===== src/rtl/vec_agen_pkg.sv =====
`timescale 1ns/1ps
package vec_agen_pkg;
  typedef enum logic [1:0] {
    AM_UNIT   = 2'd0,
    AM_STRIDE = 2'd1,
    AM_INDEX  = 2'd2,
    AM_SPARE  = 2'd3
  } amode_e;

  typedef enum logic [1:0] {
    SQ_IDLE = 2'd0,
    SQ_RUN  = 2'd1,
    SQ_FIN  = 2'd2
  } seq_e;
endpackage


===== src/rtl/vec_agen_seq.sv =====
`timescale 1ns/1ps
module vec_agen_seq
  import vec_agen_pkg::*;
#(
  parameter int VL_W = 5
) (
  input  logic            clk,
  input  logic            rst_n,
  input  logic            start_i,
  input  logic [VL_W-1:0] vl_i,
  input  logic            hs_i,
  output logic            launch_o,
  output logic            run_o,
  output logic            last_o,
  output logic [VL_W-1:0] elem_o,
  output logic            done_o
);
  localparam logic [VL_W-1:0] ONE_E = VL_W'(1);

  seq_e            state_q, state_d;
  logic [VL_W-1:0] elem_q, elem_d;
  logic [VL_W-1:0] vl_q, vl_d;
  logic            accept;
  logic            cnt_en;

  assign accept   = (state_q == SQ_IDLE) && start_i;
  assign launch_o = accept && (vl_i != '0);
  assign run_o    = (state_q == SQ_RUN);
  assign last_o   = (elem_q == (vl_q - ONE_E));
  assign elem_o   = elem_q;
  assign done_o   = (state_q == SQ_FIN);

  always_comb begin
    state_d = state_q;
    elem_d  = elem_q;
    vl_d    = vl_q;
    cnt_en  = 1'b0;
    unique case (state_q)
      SQ_IDLE: begin
        if (start_i) begin
          cnt_en  = 1'b1;
          elem_d  = '0;
          vl_d    = vl_i;
          state_d = (vl_i == '0) ? SQ_FIN : SQ_RUN;
        end
      end
      SQ_RUN: begin
        if (hs_i) begin
          if (last_o) begin
            state_d = SQ_FIN;
          end else begin
            cnt_en = 1'b1;
            elem_d = elem_q + ONE_E;
          end
        end
      end
      SQ_FIN:  state_d = SQ_IDLE;
      default: state_d = SQ_IDLE;
    endcase
  end

  always_ff @(posedge clk or negedge rst_n) begin
    if (!rst_n) begin
      state_q <= SQ_IDLE;
    end else begin
      state_q <= state_d;
    end
  end

  always_ff @(posedge clk or negedge rst_n) begin
    if (!rst_n) begin
      elem_q <= '0;
      vl_q   <= '0;
    end else if (cnt_en) begin
      elem_q <= elem_d;
      vl_q   <= vl_d;
    end
  end


  done_pulse_chk: assert property (@(posedge clk) disable iff (!rst_n)
    done_o |=> !done_o);


  last_done_chk: assert property (@(posedge clk) disable iff (!rst_n)
    (run_o && hs_i && last_o) |=> done_o);


  zero_vl_chk: assert property (@(posedge clk) disable iff (!rst_n)
    (accept && (vl_i == '0)) |=> (done_o && !run_o));


  elem_bound_chk: assert property (@(posedge clk) disable iff (!rst_n)
    run_o |-> (elem_q < vl_q));


  busy_start_chk: assert property (@(posedge clk) disable iff (!rst_n)
    (run_o && start_i && !hs_i) |=> ($stable(vl_q) && $stable(elem_q)));
endmodule


===== src/rtl/vec_agen_addr.sv =====
`timescale 1ns/1ps
module vec_agen_addr
  import vec_agen_pkg::*;
#(
  parameter int ADDR_W = 16
) (
  input  logic              clk,
  input  logic              rst_n,
  input  logic              launch_i,
  input  amode_e            mode_i,
  input  logic [ADDR_W-1:0] base_i,
  input  logic [ADDR_W-1:0] stride_i,
  input  logic              run_i,
  input  logic              hs_i,
  input  logic              last_i,
  input  logic              idx_valid_i,
  input  logic [ADDR_W-1:0] idx_data_i,
  output logic              idx_ready_o,
  output logic              valid_o,
  output logic [ADDR_W-1:0] addr_o
);
  localparam logic [ADDR_W-1:0] UNIT_STEP = ADDR_W'(1);

  logic              indexed_q;
  logic [ADDR_W-1:0] base_q, step_q;
  logic [ADDR_W-1:0] addr_q, addr_d;
  logic              valid_q, valid_d;
  logic              idx_take;
  logic              addr_en;

  assign idx_ready_o = run_i && indexed_q && !valid_q;
  assign idx_take    = idx_ready_o && idx_valid_i;
  assign valid_o     = valid_q;
  assign addr_o      = addr_q;

  always_ff @(posedge clk or negedge rst_n) begin
    if (!rst_n) begin
      indexed_q <= 1'b0;
      base_q    <= '0;
      step_q    <= '0;
    end else if (launch_i) begin
      indexed_q <= (mode_i == AM_INDEX);
      base_q    <= base_i;
      step_q    <= (mode_i == AM_STRIDE) ? stride_i : UNIT_STEP;
    end
  end

  always_comb begin
    addr_d  = addr_q;
    valid_d = valid_q;
    addr_en = 1'b0;
    if (launch_i) begin
      addr_en = 1'b1;
      addr_d  = base_i;
      valid_d = (mode_i != AM_INDEX);
    end else if (hs_i) begin
      addr_en = 1'b1;
      addr_d  = addr_q + step_q;
      valid_d = !(last_i || indexed_q);
    end else if (idx_take) begin
      addr_en = 1'b1;
      addr_d  = base_q + idx_data_i;
      valid_d = 1'b1;
    end
  end

  always_ff @(posedge clk or negedge rst_n) begin
    if (!rst_n) begin
      addr_q  <= '0;
      valid_q <= 1'b0;
    end else if (addr_en) begin
      addr_q  <= addr_d;
      valid_q <= valid_d;
    end
  end


  hold_req_chk: assert property (@(posedge clk) disable iff (!rst_n)
    (valid_q && !hs_i) |=> (valid_q && $stable(addr_q)));


  idx_gate_chk: assert property (@(posedge clk) disable iff (!rst_n)
    idx_ready_o |-> !valid_q);


  idx_issue_chk: assert property (@(posedge clk) disable iff (!rst_n)
    idx_take |=> valid_q);


  idx_single_chk: assert property (@(posedge clk) disable iff (!rst_n)
    (hs_i && indexed_q) |=> !valid_q);
endmodule


===== src/rtl/vec_agen.sv =====
`timescale 1ns/1ps
module vec_agen
  import vec_agen_pkg::*;
#(
  parameter int ADDR_W = 16,
  parameter int VL_W   = 5
) (
  input  logic              clk,
  input  logic              rst_n,
  input  logic              start_i,
  input  logic [1:0]        mode_i,
  input  logic [ADDR_W-1:0] base_i,
  input  logic [ADDR_W-1:0] stride_i,
  input  logic [VL_W-1:0]   vl_i,
  input  logic              idx_valid_i,
  input  logic [ADDR_W-1:0] idx_data_i,
  output logic              idx_ready_o,
  output logic              req_valid_o,
  input  logic              req_ready_i,
  output logic [VL_W-1:0]   req_elem_o,
  output logic [ADDR_W-1:0] req_addr_o,
  output logic              done_o
);
  logic launch, run, last, hs;

  assign hs = req_valid_o && req_ready_i;

  vec_agen_seq #(.VL_W(VL_W)) seq_i (
    .clk      (clk),
    .rst_n    (rst_n),
    .start_i  (start_i),
    .vl_i     (vl_i),
    .hs_i     (hs),
    .launch_o (launch),
    .run_o    (run),
    .last_o   (last),
    .elem_o   (req_elem_o),
    .done_o   (done_o)
  );

  vec_agen_addr #(.ADDR_W(ADDR_W)) addr_i (
    .clk         (clk),
    .rst_n       (rst_n),
    .launch_i    (launch),
    .mode_i      (amode_e'(mode_i)),
    .base_i      (base_i),
    .stride_i    (stride_i),
    .run_i       (run),
    .hs_i        (hs),
    .last_i      (last),
    .idx_valid_i (idx_valid_i),
    .idx_data_i  (idx_data_i),
    .idx_ready_o (idx_ready_o),
    .valid_o     (req_valid_o),
    .addr_o      (req_addr_o)
  );


  done_excl_chk: assert property (@(posedge clk) disable iff (!rst_n)
    done_o |-> !req_valid_o);


  idle_quiet_chk: assert property (@(posedge clk) disable iff (!rst_n)
    done_o |=> (!req_valid_o && !idx_ready_o));


  run_valid_chk: assert property (@(posedge clk) disable iff (!rst_n)
    req_valid_o |-> run);
endmodule


===== config.mk =====
export PLATFORM = sky130hd
export DESIGN_NAME = vec_agen
export DESIGN_NICKNAME = d
export VERILOG_FILES = /design/src/rtl/vec_agen_pkg.sv /design/src/rtl/vec_agen_seq.sv /design/src/rtl/vec_agen_addr.sv /design/src/rtl/vec_agen.sv
export SDC_FILE = /design/constraint.sdc
export NUM_CORES = 1
export LEC_CHECK = 0
export BUFFER_PORTS_ARGS = -buffer_cell sky130_fd_sc_hd__buf_2
export CAP_MARGIN = 20
export CORE_ASPECT_RATIO = 1.1
export CORE_MARGIN = 2
export CORE_UTILIZATION = 55
export CTS_CLUSTER_DIAMETER = 50
export DETAILED_ROUTE_END_ITERATION = 8
export PLACE_DENSITY = 0.8
export SLEW_MARGIN = 25
export SYNTH_ARGS = -nofsm -noshare
export SYNTH_HDL_FRONTEND = slang
export SYNTH_SLANG_ARGS = --single-unit

===== constraint.sdc =====
create_clock -name clk -period 5.4 [get_ports clk]
set_clock_uncertainty 0.2 [all_clocks]
set_input_delay 0.81 -clock clk [delete_from_list [all_inputs] [get_ports clk]]
set_output_delay 0.81 -clock clk [all_outputs]
set_load 0.05 [all_outputs]

Word level (Yosys, flattened, before mapping). Cells that the tools add are included. Widths: inputs -> output; s select.

Add/sub/neg operators: 4. Eq/ne operators: 10. Mux-type cells: 23. Reduce and logical (&&, ||, !) cells: 18.

Operators by type and width (count): $mux 16 (4); $add 16x16->16 (2); $mux 5 (3); $ne 2x2->1 const B (5); $pmux 5 s2 (1); $mux 1 (9); $mux 2 (4); $logic_and 1x1->1 (6); $reduce_and 3->1 (2); $add 5x1->5 const B (1); $eq 5x5->1 (1); $logic_not 5->1 (1); $reduce_and 5->1 (1); $reduce_bool 5->1 (1); $sub 5x1->5 const B (1); $eq 2x1->1 const B (2); $eq 2x2->1 const B (2); $pmux 2 s2 (1); $reduce_bool 3->1 (1); $logic_not 1->1 (2); $logic_not 2->1 (1); $pmux 1 s2 (1); $reduce_and 2->1 (1); $reduce_bool 2->1 (1); $logic_or 1x1->1 (1).

Flip-flop bits (word level): 62. Input bits: 60. Output and inout bits: 24. Word-level logic and storage cells: 63.

Longest topological paths before layout. Gate-level depths: netlist of run 1.

Depth after elaboration: 8. Mapped depth: 11. Gate-level depth less buffers: 11.

Modules after synthesis. From an unflattened synthesis of run 1, not the netlist that was laid out.

Cells, all modules: 451. Area total of the unflattened synthesis: 4291.6 um^2.

By module, submodules not included: vec_agen_addr (instances 1, cells an instance 374, area an instance 3540.9 um^2, sequential area each 1251.2 um^2); vec_agen_seq (instances 1, cells an instance 76, area an instance 744.5 um^2, sequential area each 300.3 um^2); vec_agen (instances 1, cells an instance 1, area an instance 6.3 um^2, sequential area each 0.0 um^2).

Worst setup path before layout of run 1. Ideal clock, no wire load.

Path type: reg2reg. Start point: register addr_i.valid_q (netlist: addr_i.valid_o). End point: register addr_i.addr_q[10] (netlist: addr_i.addr_o[10]). Library setup time: 0.104 ns. Arrival time: 3.483 ns. Data required time: 5.096 ns. Slack: 1.613 ns. Cell stages (with the launch flop): 6. Buffers on the path: 0. Period minus slack after synthesis: 3.787 ns. Cell sequence: dfrtp_1 > nor4bb_1 > nand2_1 > nand3_1 > o22ai_1 > a221oi_1.

Word-level cells in the longest chain between the ends: 7. Elaborated cells between the ends (all ways): 11. Classes of those cells: mux: 5; reduce/logical: 6.

RTL lines: from (decl) (line vec_agen_addr.sv:27) `logic valid_q, valid_d;`; from (signal assigned) (line vec_agen_addr.sv:73) `valid_q <= valid_d;`; $logic_not 1->1 (*) (line vec_agen_addr.sv:31) `assign idx_ready_o = run_i && indexed_q && !valid_q;`; $logic_and 1x1->1 (*) (line vec_agen_addr.sv:31); net idx_ready_o (line vec_agen.sv:17) `output logic idx_ready_o,`; $logic_and 1x1->1 (*) (line vec_agen_addr.sv:32) `assign idx_take = idx_ready_o && idx_valid_i;`; $mux 1 (line vec_agen_addr.sv:60) `end else if (idx_take) begin`; $mux 1 (line vec_agen_addr.sv:56) `end else if (hs_i) begin`; $mux 1 (line vec_agen_addr.sv:52) `if (launch_i) begin`; $reduce_and 2->1 (no line) (*); to (signal assigned) (line vec_agen_addr.sv:72) `addr_q <= addr_d;`; to (decl) (line vec_agen_addr.sv:26) `logic [ADDR_W-1:0] addr_q, addr_d;`.

Mark *: on every way through the listed nets, which the timed path passes. The rest lies on a longest branch. A chain may end at the register's enable or synchronous reset.

Final worst setup path of run 1.
Start point: input idx_data_i[0]. End point: register addr_i.addr_q[12] (netlist: addr_i.addr_o[12]).

Word-level cells in the longest chain between the ends: 4.

RTL lines: from (decl) (line vec_agen.sv:16) `input logic [ADDR_W-1:0] idx_data_i,`; $add 16x16->16 (line vec_agen_addr.sv:62) `addr_d = base_q + idx_data_i;`; $mux 16 (line vec_agen_addr.sv:60); $mux 16 (line vec_agen_addr.sv:56); $mux 16 (line vec_agen_addr.sv:52).

No other way between the ends. The select of a mux whose other input is x is not followed.

==> run metrics, run 1 <==
result of the run finished, final reports clean; first-pass GRT wire length 17,410 um; post-layout worst setup margin 2336 ps; period utilization 56.74%; DRC violation count after routing 0; all-layer global routing usage 26.64%; final setup vio count 0; Cell Rows 33; leakage power total 2.509 nW; Reg clk slew, reported paths 70 ps; number of fillers in the final layout 649; met1 track utilization from global routing 31.09%; Inserted Clock Buffers 9; clock sink total 62; synthesized netlist cell count 487; met3 usage in global routing 3.431%; final WL 10,740 um; predominant post-synthesis flop cell dfrtp_1; number of synthesized register bits 62; root buffer selected by CTS clkbuf_8; Hold Crit Depth 2; Clk Latency, worst-skew pair 350 ps; Pre-antenna DRT Iters 5; area share of the largest cell type after synthesis 36.88%; EDFF count, synth 0; Post-Syn Area per Cell 8.638 sq um; First DRT Iteration DRCs 288; slack of the worst reg-to-reg path 2360 ps; wire per inst 16.30 um; weighted congestion reported at the end of routability-driven placement 0.8950; xor/xnor share of the synthesized area 5.830%; Adder-Cell Fraction of Synth Area 10.47%; most used standard cells in the synthesized netlist 114 x nand2_1, 62 x dfrtp_1, 32 x ha_1; top cell family by delay on the critical path compound AO/OA/AOI/OAI gates; Synth cell types 61; Die ar. 8364 sq um; cell types occupying the most area after synthesis dfrtp_1 37%, nand2_1 10%, ha_1 9.5%; Port-buffer cells 83; dpl hpwl 8058 um; share of synthesized area spent on multiplexers 1.814%; placeable core region 7432 sq um; Setup crit start kind input pin; GR Layer Usage met2 48.17%; worst slew pin tran 989.2 ps; pin count of the biggest net entering global routing 63; Max Transition Viols Final 0; Crit path buffers/inverters 2; Crit. path cell count 12; unrepaired setup endpoints after global routing no; start point of the worst hold path addr_i.step_q[8]; final total negative setup slack 0 ps; post-cts repair resize count 0; area growth from synthesis to layout 16.66%; average via count per standard cell 5.948; post-CTS setup repair buffer count 0; highest fanout seen on the critical path 3; part of the Yosys area used for sequential elements 36.88%; number of hold violations in the final report 0; total gr overflow 0; final period demand of the worst path 3064 ps; vias 3,920; required time reported for the critical path endpoint 5410 ps; Power per Cell Area 648.9 nW/um^2; Critical R2R Launch seq_i.state_q[0]; cell type with the largest total area after synthesis dfrtp_1; Slowest cell on crit path a21boi_0; deepest level of the CTS H-tree 3; cells on worst reg2reg path 5; endpoint class of the critical path register; slowest cell delay on critical path 390 ps; worst-case hold path end point addr_i.step_q[8]; highest clock rate 326.4 MHz; area of the mapped netlist 4207 sq um; pre-CTS setup slack 1983 ps; NumNets Final 661; Syn Nets 581; ratio of cells with drive above 1 in the final layout 20.63%; most common cell in the netlist nand2_1; initial antenna violation count 0; data arrival time at the worst-slack endpoint 3070 ps; clock tree from TritonCTS built; simple-gate portion of the synthesized area 22.28%; remaining max-slew budget at the tightest pin 33.92%; cell occurring most often along the worst timing path o31ai_1; crit path cell chain buf_2, ha_1, inv_1, fa_1, nand2b_1, a21oi_1, o31ai_1, a21boi_0, o31ai_1, xnor2_1, a222oi_1, o31ai_1; antenna diode count 0; share of synthesized flip-flops with an asynchronous set or reset 100.0%; Min-Delay Path Class register to register; busiest metal layer after global routing met2; via count of the first global-routing pass 3,827; peak ir drop on the vdd network 0.0004995 V; effective utilization at floorplan 56.60%; total of hold buffers inserted after clock tree synthesis 0; capturing point of the worst reg2reg path addr_i.addr_o[7]; number of I/O pins 84; die span in x 87.39 um; Bufs on Longest Clock Path 2; Setup Crit Path Kind input pin to register; chip height 95.72 um; combinational family with the most area after synthesis simple AND/OR/NAND/NOR gates; remaining antenna violation count 0; compound-cell area share of the yosys netlist 19.93%; yosys synthesis warning count 0; Max Cap Viol 0
==> worst max-delay path by stage <==
stage                                start           endpoint  slack (ps)
final                        idx_data_i[0]  addr_i.addr_o[12]        2340
after global routing      seq_i.state_q[0]   addr_i.addr_o[7]        2050
after CTS                    idx_data_i[0]  addr_i.addr_o[12]        2350
after detailed placement     idx_data_i[0]  addr_i.addr_o[12]        1980
after global placement       idx_data_i[0]  addr_i.addr_o[12]        2070
after floorplan             addr_i.valid_o  addr_i.addr_o[10]        1610
==> power breakdown <==
group          switching, mW  total [mW]  internal (mW)
sequential             0.203       0.873          0.670
clock                  0.183       0.481          0.297
combinational           1.13        1.83          0.704
==> cells by family (layout without fill, tap and decap cells) <==
group           Yosys count  count (layout)
flops                    62              62
xor+xnor                 28              28
fa+ha+maj                34              34
buf+inv                  27             112
mux                       7               7
compound gates          120             120
simple gates            209             209
==> worst register-to-register path, stage by stage (launching register included) <==
cell	delay, ps
dfrtp_1	510
nor3b_2	540
and2_1	840
nor2_1	320
a222oi_1	330
o21ai_0	150
==> through the flow <==
| step | util, % | power [mW] | hold slack, ps | area, sq um | cells |
|---|---|---|---|---|---|
| after floorplan | - | 2.263 | 242.8 | 4207 | 487 |
| after global placement | 62.88 | 2.630 | 261.7 | 4673 | 643 |
| after detailed placement | 62.88 | 2.682 | 263.7 | 4673 | 643 |
| after CTS | 66.03 | 3.177 | 279.7 | 4907 | 659 |
| after global routing | 66.03 | 3.415 | 306.4 | 4907 | 659 |
| final | 66.03 | 3.184 | 271.9 | 4907 | 659 |
==> cells in the final DEF (no fill, tap or decap), drive strengths merged, types with 6 or more instances in the layout <==
| master | instances |
|---|---|
| nand3 | 23 |
| nor3 | 6 |
| xor2 | 14 |
| ha | 32 |
| xnor2 | 14 |
| dfrtp | 62 |
| nor2b | 10 |
| buf | 86 |
| nor2 | 30 |
| clkbuf | 13 |
| nand2b | 11 |
| a21oi | 23 |
| a21o | 10 |
| a211oi | 7 |
| nand2 | 114 |
| o21ai | 27 |
| inv | 10 |
| a31oi | 6 |
| a22o | 7 |
==> layer usage <==
layer | share of wire, % | vias up
li1 | - | 1889
met5 | 0 | -
met1 | 40 | 1866
met2 | 51 | 136
met4 | 3.0 | 0
met3 | 5.1 | 29
==> area by class of cell <==
class                           instances  area, sq um  area share [%]
Clock buffer                           13        168.9           3.442
Inverter                               10        37.54          0.7649
Timing Repair Buffer                   86        437.9           8.924
Multi-Input combinational cell        398         2537           51.71
Sequential cell                        62         1551           31.62
Tap cell                               87        108.9           2.218
Clock inverter                          3        65.06           1.326
==> flip-flops by register name (all words and copies together), names as in the netlist <==
name / flops
addr_i.indexed_q: 1
seq_i.elem_o: 5
addr_i.step_q: 16
seq_i.vl_q: 5
addr_i.addr_o: 16
addr_i.valid_o: 1
seq_i.state_q: 2
addr_i.base_q: 16
(Power assumes the default switching activity.)
==> run 2, diff against run 1 <==
Clock period 5.4 ns to 2.97 ns, I/O delays scaled along.
==> run 2 against run 1 <==
Effect of this change: critical endpoint is now seq_i.elem_o[4]; first-iteration DRC count rose by 0.69%; utilization rose by 0.82 points; highest routed layer unchanged; largest cell class unchanged; critical path depth fell by 2; global-route usage rose by 0.99 points; wire length rose by 3.2%.
==> run metrics, run 2 (same netlist as run 1, synthesis figures left out) <==
number of I/O pins 84 (unchanged); number of hold violations in the final report 0 (unchanged); slowest cell delay on critical path 460 ps (was 390 ps); leakage power total 2.538 nW (was 2.509 nW); multi-input logic area 2567 sq um (was 2537 sq um); area growth from synthesis to layout 18.11% (was 16.66%); wire per inst 16.65 um (was 16.30 um); unrepaired setup endpoints after global routing no (unchanged); First DRT Iteration DRCs 290 (was 288); met1 track utilization from global routing 33.08% (was 31.09%); clock sink total 62 (unchanged); chip height 95.72 um (unchanged); deepest level of the CTS H-tree 3 (unchanged); busiest metal layer after global routing met2 (unchanged); capturing point of the worst reg2reg path seq_i.elem_o[4] (was addr_i.addr_o[7]); total of hold buffers inserted after clock tree synthesis 0 (unchanged); post-CTS setup repair buffer count 0 (unchanged); Die ar. 8364 sq um (unchanged); highest clock rate 354.3 MHz; result of the run finished, final reports clean (unchanged); pin count of the biggest net entering global routing 63 (unchanged); Setup crit end seq_i.elem_o[4] (was addr_i.addr_o[12]); post-layout worst setup margin 147.3 ps (was 2336 ps); vias 4,003 (was 3,920); Max Cap Viol 0 (unchanged); cells on worst reg2reg path 10 (was 5); post-cts repair resize count 0 (unchanged); effective utilization at floorplan 56.60% (unchanged); Clk Latency, worst-skew pair 350 ps (about the same); Pre-antenna DRT Iters 6 (was 5); required time reported for the critical path endpoint 3010 ps (was 5410 ps); pre-CTS setup slack -0.9552 ps (was 1983 ps); remaining antenna violation count 0 (unchanged); initial antenna violation count 0 (unchanged); final setup vio count 0 (unchanged); Reg clk slew, reported paths 70 ps (about the same); placeable core region 7432 sq um (unchanged); remaining max-slew budget at the tightest pin 46.43% (was 33.92%); dpl hpwl 8383 um (was 8058 um); all-layer global routing usage 27.63% (was 26.64%); placed instance area 4753 sq um (was 4673 sq um); root buffer selected by CTS clkbuf_8 (unchanged); Critical R2R Launch seq_i.vl_q[0] (was seq_i.state_q[0]); clock tree from TritonCTS built (unchanged); via count of the first global-routing pass 3,853 (was 3,827); post-route cell area 4969 sq um (was 4907 sq um); Power per Cell Area 1170 nW/um^2 (was 648.9 nW/um^2); final total negative setup slack 0 ps (unchanged); leading cell type in the layout, fill and taps excluded nand2_1 (unchanged); endpoint class of the critical path register (unchanged); worst slew pin tran 803.5 ps (was 989.2 ps); peak ir drop on the vdd network 0.0009087 V (was 0.0004995 V); ratio of cells with drive above 1 in the final layout 21.93% (was 20.63%); average via count per standard cell 6.011 (was 5.948); number of fillers in the final layout 623 (was 649); Inserted Clock Buffers 9 (unchanged); data arrival time at the worst-slack endpoint 2860 ps (was 3070 ps); Bufs on Longest Clock Path 2 (unchanged); Setup crit start kind register (was input pin); CP Launch Point seq_i.vl_q[0] (was idx_data_i[0]); highest-count cells in the layout ignoring fill and taps 114 x nand2_1, 83 x buf_2, 62 x dfrtp_1 (unchanged); final period demand of the worst path 2823 ps; period utilization 95.04%; Cell Rows 33 (unchanged); Slowest cell on crit path a2111oi_4 (was a21boi_0); slack of the worst reg-to-reg path 150 ps (was 2360 ps); met3 usage in global routing 4.717% (was 3.431%); weighted congestion reported at the end of routability-driven placement 0.8837 (was 0.8950); highest fanout seen on the critical path 5 (was 3); die span in x 87.39 um (unchanged); first-pass GRT wire length 17,910 um (was 17,410 um); Min-Delay Path Class input pin to asynchronous set/reset pin (was register to register); GR Layer Usage met2 48.55% (was 48.17%); crit path cell chain inv_1, ha_1, nand2b_1, a21oi_1, a311o_1, a2111oi_4, nor2_1, nand4_1, mux2_2, a22o_1 (was buf_2, ha_1, inv_1, fa_1, nand2b_1, a21oi_1, o31ai_1, a21boi_0, o31ai_1, xnor2_1, a222oi_1, o31ai_1); Max Transition Viols Final 0 (unchanged); DRC violation count after routing 0 (unchanged); antenna diode count 0 (unchanged); final WL 11,090 um (was 10,740 um); total gr overflow 0 (unchanged); Port-buffer cells 83 (unchanged); Setup Crit Path Kind register to register (was input pin to register); NumNets Final 668 (was 661); storage element area 1551 sq um (unchanged)
-- run 2: cell count changes in the layout (fill, tap and decap cells not counted), sizes merged --
| cell | delta |
|---|---|
| buf | +7 |
| clkinv | +2 |
| bufinv | -1 |
| clkbuf | -1 |
-- run 2: how the worst min path moves through the flow --
stage | to | cells past startpoint | slack, ps | startpoint
detailed placement | addr_i.step_q[14] | 2 | 270 | addr_i.step_q[14]
floorplan | addr_i.addr_o[0] | 0 | -50 | rst_n
global placement | addr_i.step_q[4] | 2 | 260 | addr_i.step_q[4]
CTS | seq_i.vl_q[1] | 2 | 100 | rst_n
finish | seq_i.vl_q[1] | 2 | 60 | rst_n
global route | addr_i.base_q[5] | 3 | 110 | base_i[5]
-- run 2: cell type report --
| cell class | instances | share of cell area [%] |
|---|---|---|
| Clock buffer | 12 | 3.123 |
| Sequential cell | 62 | 31.23 |
| Inverter | 10 | 0.7555 |
| Tap cell | 87 | 2.191 |
| Clock inverter | 4 | 0.9066 |
| Timing Repair Buffer | 93 | 10.12 |
| Multi-Input combinational cell | 398 | 51.67 |
-- run 2: metal layers --
| metal | wire length (um) | part of all wire, % |
|---|---|---|
| met5 | 0 | 0 |
| met4 | 333 | 3.0 |
| met3 | 564 | 5.1 |
| met2 | 5739 | 52 |
| met1 | 4451 | 40 |
-- run 2: where the power goes --
part / leakage [nW] / switching (mW) / internal, mW
Combinational: 1.66 / 2.11 / 1.35
Clock: 0.106 / 0.337 / 0.429
Sequential: 0.772 / 0.369 / 1.22
-- run 2: per-stage QoR --
step	power [mW]	hold WS (ps)	std cells	utilization, %
2_1_floorplan	4.127	-50.09	487	-
5_1_grt	6.237	114.5	666	66.85
3_5_place_dp	4.990	268.5	650	63.96
6_report	5.815	56.78	666	66.85
4_1_cts	5.771	101.3	666	66.65
3_3_place_gp	4.860	259.8	650	63.96
-- run 2: worst max-delay path, delay by kind of cell (launching register included) --
kind | cells | cell delay [ps]
AND/OR/NAND/NOR | 3 | 390
multiplexers | 1 | 340
flip-flops | 1 | 410
buffers and inverters | 1 | 90
adder cells (fa/ha/maj) | 1 | 210
AO/OA/AOI/OAI | 4 | 1070
